File: src/rtl/loop_param_sync.sv
module loop_param_sync #(
  parameter int SETPT_W = 18,
  parameter int GAIN_W  = 64,
  parameter int DELAY_W = 16,
  parameter int CNT_W   = 18,
  parameter int ERR_W   = 21,
  parameter int CMD_W   = 24
) (
  input  logic               clk,
  input  logic               rst_n,
  input  logic               run_req,
  input  logic               chg_req,
  input  logic [SETPT_W-1:0] setpt_in,
  input  logic [GAIN_W-1:0]  kp_in,
  input  logic [GAIN_W-1:0]  ki_in,
  input  logic [DELAY_W-1:0] delay_in,
  output logic               chg_ack,
  output logic [SETPT_W-1:0] setpt_o,
  output logic [GAIN_W-1:0]  kp_o,
  output logic [GAIN_W-1:0]  ki_o,
  output logic [DELAY_W-1:0] delay_o,
  output logic [CMD_W-1:0]   dac_cmd,
  output logic               dac_start,
  input  logic               dac_done,
  output logic               iter_go,
  input  logic               iter_done,
  input  logic [GAIN_W-1:0]  adj_in,
  input  logic [ERR_W-1:0]   err_in,
  output logic [GAIN_W-1:0]  adj_prev,
  output logic [ERR_W-1:0]   err_prev,
  output logic               in_loop,
  output logic [CNT_W-1:0]   cycle_count
);
  localparam logic [CMD_W-1:0] CMD_RD = {1'b1, 3'b001, {(CMD_W-4){1'b0}}};

  typedef enum logic [1:0] {S_IDLE, S_DAC, S_START, S_BUSY} st_t;
  st_t state;
  logic [DELAY_W-1:0] timer;
  logic [CNT_W-1:0]   run_cnt;

  assign in_loop = (state != S_IDLE);

  always_ff @(posedge clk) begin
    if (!rst_n) begin
      state       <= S_IDLE;
      timer       <= '0;
      run_cnt     <= '0;
      chg_ack     <= 1'b0;
      setpt_o     <= '0;
      kp_o        <= '0;
      ki_o        <= '0;
      delay_o     <= '0;
      dac_cmd     <= '0;
      dac_start   <= 1'b0;
      iter_go     <= 1'b0;
      adj_prev    <= '0;
      err_prev    <= '0;
      cycle_count <= '0;
    end else begin
      iter_go <= 1'b0;
      if (state != S_IDLE) run_cnt <= run_cnt + 1'b1;
      if (state != S_START && !chg_req && chg_ack) chg_ack <= 1'b0;
      case (state)
        S_IDLE: if (run_req) begin
          dac_cmd   <= CMD_RD;
          dac_start <= 1'b1;
          state     <= S_DAC;
        end
        S_DAC: if (dac_done) begin
          dac_start <= 1'b0;
          timer     <= '0;
          run_cnt   <= '0;
          state     <= S_START;
        end
        S_START: begin
          if (!run_req) begin
            timer <= '0;
            state <= S_IDLE;
          end else if (timer < delay_o) begin
            timer <= timer + 1'b1;
          end else begin
            if (chg_req && !chg_ack) begin
              setpt_o  <= setpt_in;
              kp_o     <= kp_in;
              ki_o     <= ki_in;
              delay_o  <= delay_in;
              chg_ack  <= 1'b1;
              adj_prev <= '0;
              err_prev <= '0;
            end
            iter_go <= 1'b1;
            state   <= S_BUSY;
          end
        end
        S_BUSY: if (iter_done) begin
          adj_prev    <= adj_in;
          err_prev    <= err_in;
          cycle_count <= run_cnt + 1'b1;
          run_cnt     <= '0;
          timer       <= '0;
          state       <= S_START;
        end
        default: state <= S_IDLE;
      endcase
    end
  end
endmodule

File: config.mk
export PLATFORM = sky130hd
export DESIGN_NAME = loop_param_sync
export DESIGN_NICKNAME = d
export VERILOG_FILES = /design/src/rtl/loop_param_sync.sv
export SDC_FILE = /design/constraint.sdc
export NUM_CORES = 1
export LEC_CHECK = 0
export BUFFER_PORTS_ARGS = -buffer_cell sky130_fd_sc_hd__buf_2
export CORE_AREA = 2 2 213 215
export CTS_BUF_LIST = sky130_fd_sc_hd__clkbuf_4 sky130_fd_sc_hd__clkbuf_8 sky130_fd_sc_hd__clkbuf_16
export DETAILED_ROUTE_END_ITERATION = 6
export DIE_AREA = 0 0 215 217
export GPL_ROUTABILITY_DRIVEN = 1
export SETUP_SLACK_MARGIN = 0.05
export SLEW_MARGIN = 20
export SYNTH_ARGS = -nofsm -noshare
export SYNTH_HDL_FRONTEND = slang
export SYNTH_SLANG_ARGS = --single-unit
File: constraint.sdc
create_clock -name clk -period 2.3 [get_ports clk]
set_input_delay 0.23 -clock clk [delete_from_list [all_inputs] [get_ports clk]]
set_output_delay 0.23 -clock clk [all_outputs]
set_load 0.1 [all_outputs]
==> impl_metrics.json <==
{
  "drv_slew": 0,
  "grt_antenna_before_repair": 2,
  "rsz0062_at_grt": "true",
  "hold_depth": 3,
  "clk_pin_slew_ps": 60,
  "postRouteAntennaNets": 0,
  "die_w_um": 215,
  "synth_compound_area_share_pct": 15.4,
  "synth-xor-area-share_pct": 1.68,
  "layout_common_cells": "buf_2, nand2_1, dfxtp_1",
  "muxShareOfSynthArea_pct": 12.4,
  "row_count": 78,
  "cts_buffers": 38,
  "crit_path_top_delay_cell": "a311oi_2",
  "skew_ps": 19.5,
  "setup_tns_ps": -35400,
  "synth_top_family_by_area": "simple AND/OR/NAND/NOR gates",
  "post-route-period-util_pct": 111,
  "finalHoldViolCount": 0,
  "die_h_um": 217,
  "grt_first_pass_wirelength_um": 72300,
  "via_per_inst": 4.79,
  "synth_adder_area_share_pct": 1.57,
  "cap_violations": 0,
  "yosys.area_share.simple_pct": 17.8,
  "worst_pin_slew_ps": 699,
  "synth-edff-count": 0,
  "grt_max_degree": 132,
  "vdd_drop_max_mv": 0.505,
  "r2r_end": "ki_o[31]",
  "cp_max_fo": 12,
  "synth_cell_types": 56,
  "powerDensity_mw_per_mm2": 641,
  "h-tree-depth": 2,
  "cp_cell_sequence": "inv_2 -> ha_4 -> nand4_1 -> a311oi_2 -> a31oi_2 -> a2111oi_4 -> buf_6 -> buf_12 -> buf_16 -> mux2i_2",
  "crit_required_ps": 2750,
  "drc": 0,
  "fin_area_mm2": 0.0218,
  "cpPeakStageDelay_ps": 370,
  "slew_headroom_pct": 53.2,
  "r2r_cells": 10,
  "utilization_pct": 48.7,
  "wire_per_inst_um": 16.8,
  "outcome": "complete, but fails checks",
  "worstSetupPathType": "reg -> reg",
  "fin_crit_ps": 2550,
  "area_growth_pct": 60.4,
  "leakage_nw": 9.03,
  "core_mm2": 0.0447,
  "min_to": "adj_prev[14]",
  "clock_path_buffers": 3,
  "fin_ws_ps": -250,
  "violations": "setup timing",
  "r2r_start": "delay_o[12]",
  "setup_viol": 245,
  "ys_seq_area_share_pct": 44.9,
  "cts.sinks": 305,
  "ys_ff_latch": 305,
  "rrSetupSlack_ps": -250,
  "placed_cell_area_mm2": 0.0172,
  "dieArea_mm2": 0.0467,
  "hpwl_um": 31500,
  "arrival_ps": 3000,
  "hold_class": "in -> reg",
  "cts_tree": "done",
  "max_freq_mhz": 392,
  "final_common_cell": "buf_2",
  "cp_top_family": "compound AO/OA/AOI/OAI gates",
  "netlist_instances": 1538,
  "cp.buffers_inverters": 4,
  "wirelength_um": 49400,
  "gp_congestion": 0.902,
  "hold_path.startpoint": "adj_in[14]",
  "port_buffers": 523,
  "drive_above_1_share_pct": 35.5,
  "synth_ff_type": "dfxtp_1",
  "vias": 14100,
  "clk_latency_ps": 540,
  "drt_first_pass_iters": 5,
  "async_flop_share_pct": 0,
  "io_pins": 546,
  "start_kind": "register",
  "ys_warn_count": 0,
  "nets": 2584,
  "postSynthAreaPerCell_um2": 8.83,
  "critPathCaptureType": "register",
  "grt_pass1_vias": 13800,
  "root_buffer": "clkbuf_16",
  "grt.overflow.total": 0,
  "start_util_pct": 30.4,
  "synth_area_mm2": 0.0136,
  "drt_iter0_markers": 904,
  "grt_use_total_pct": 18.9
}
==> per-stage QoR <==
| stage | total power [W] | instances | hold WS (ps) | setup WS, ps |
|---|---|---|---|---|
| global route | 0.0145 | 2943 | 21.9 | -341 |
| CTS | 0.0139 | 2917 | 0.278 | -149 |
| finish | 0.0140 | 2943 | 36.6 | -250 |
| global placement | 0.00713 | 2608 | 438 | -94.7 |
| floorplan | 0.00668 | 1559 | 362 | -210 |
| detailed placement | 0.00714 | 2608 | 443 | -201 |
==> logic make-up after synthesis <==
logic type	Yosys count
other	1
muxes	168
and+or+nand+nor	588
AOI/OAI and AO/OA	258
xor gates and xnor gates	26
adders and majority gates	17
DFF	305
buffers and inverters	175
==> layout make-up <==
cell class | instances | area, um2
tap | 600 | 751
timing repair buffer | 863 | 6330
antenna | 2 | 5.00
sequential | 305 | 6160
clock buffer | 56 | 1170
clock inverter | 11 | 166
fill | 4121 | 22900
inverter | 25 | 97.6
multi-input combinational | 1081 | 7110
==> power by group <==
part           total [W]  switching [W]  leakage (nW)  internal (W)
registers        0.00538      0.0000449          2.47       0.00534
clock network    0.00636        0.00238         0.669       0.00398
logic            0.00221        0.00139          5.89      0.000827
==> per-layer routing <==
metal,GRT usage [%],up-vias,routed length (um)
li1,-,6859,-
met1,22.8,6577,20400
met2,32.3,506,23900
met3,3.56,154,2820
met4,9.47,0,2320
met5,0,-,0
==> synth_stat cells, drive strengths merged, types with 6 or more instances <==
cell | number | area (um2)
mux2i | 166 | 1660
nor3 | 20 | 100
o21ai | 14 | 70.1
nand4 | 16 | 100
and3 | 6 | 37.5
inv | 24 | 90.1
dfxtp | 305 | 6110
nand2 | 445 | 1670
xor2 | 6 | 52.6
clkbuf | 92 | 345
buf | 58 | 409
ha | 17 | 213
nor2 | 53 | 199
nand3 | 13 | 65.1
a21oi | 106 | 531
xnor2 | 20 | 175
a211oi | 15 | 113
or3 | 9 | 56.3
a311oi | 89 | 1090
==> flip-flops by register name (all words and copies together) (netlist names), 2 cells and up <==
signal       count
timer           16
adj_prev        64
ki_o            64
state            2
cycle_count     18
run_cnt         18
err_prev        21
setpt_o         18
delay_o         16
kp_o            64
==> tightest hold or removal path: cells and delay by family <==
kind                   cells  cell delay (ps)
buffers and inverters      1              120
AND/OR/NAND/NOR            1               70
AO/OA/AOI/OAI              1               90
==> worst max-delay path by stage <==
stage | startpoint | end | slack [ps] | cells past startpoint
after floorplan | delay_o[13] | adj_prev[12] | -210 | 11
after global placement | delay_o[12] | ki_o[48] | -90 | 9
after detailed placement | delay_o[14] | kp_o[17] | -200 | 9
after CTS | delay_o[15] | kp_o[17] | -150 | 9
after global routing | delay_o[14] | delay_o[6] | -340 | 10
final | delay_o[12] | ki_o[31] | -250 | 10
==> repair_timing <==
item	CTS	global route
pin swaps	5	9
buffers inserted	0	6
gates cloned	0	18
endpoints found under the setup margin	247	257
hold buffers	242	0
gates resized for setup	7	67
endpoints found under the hold margin	242	0
No activity file was read; power rests on OpenSTA's default activity.
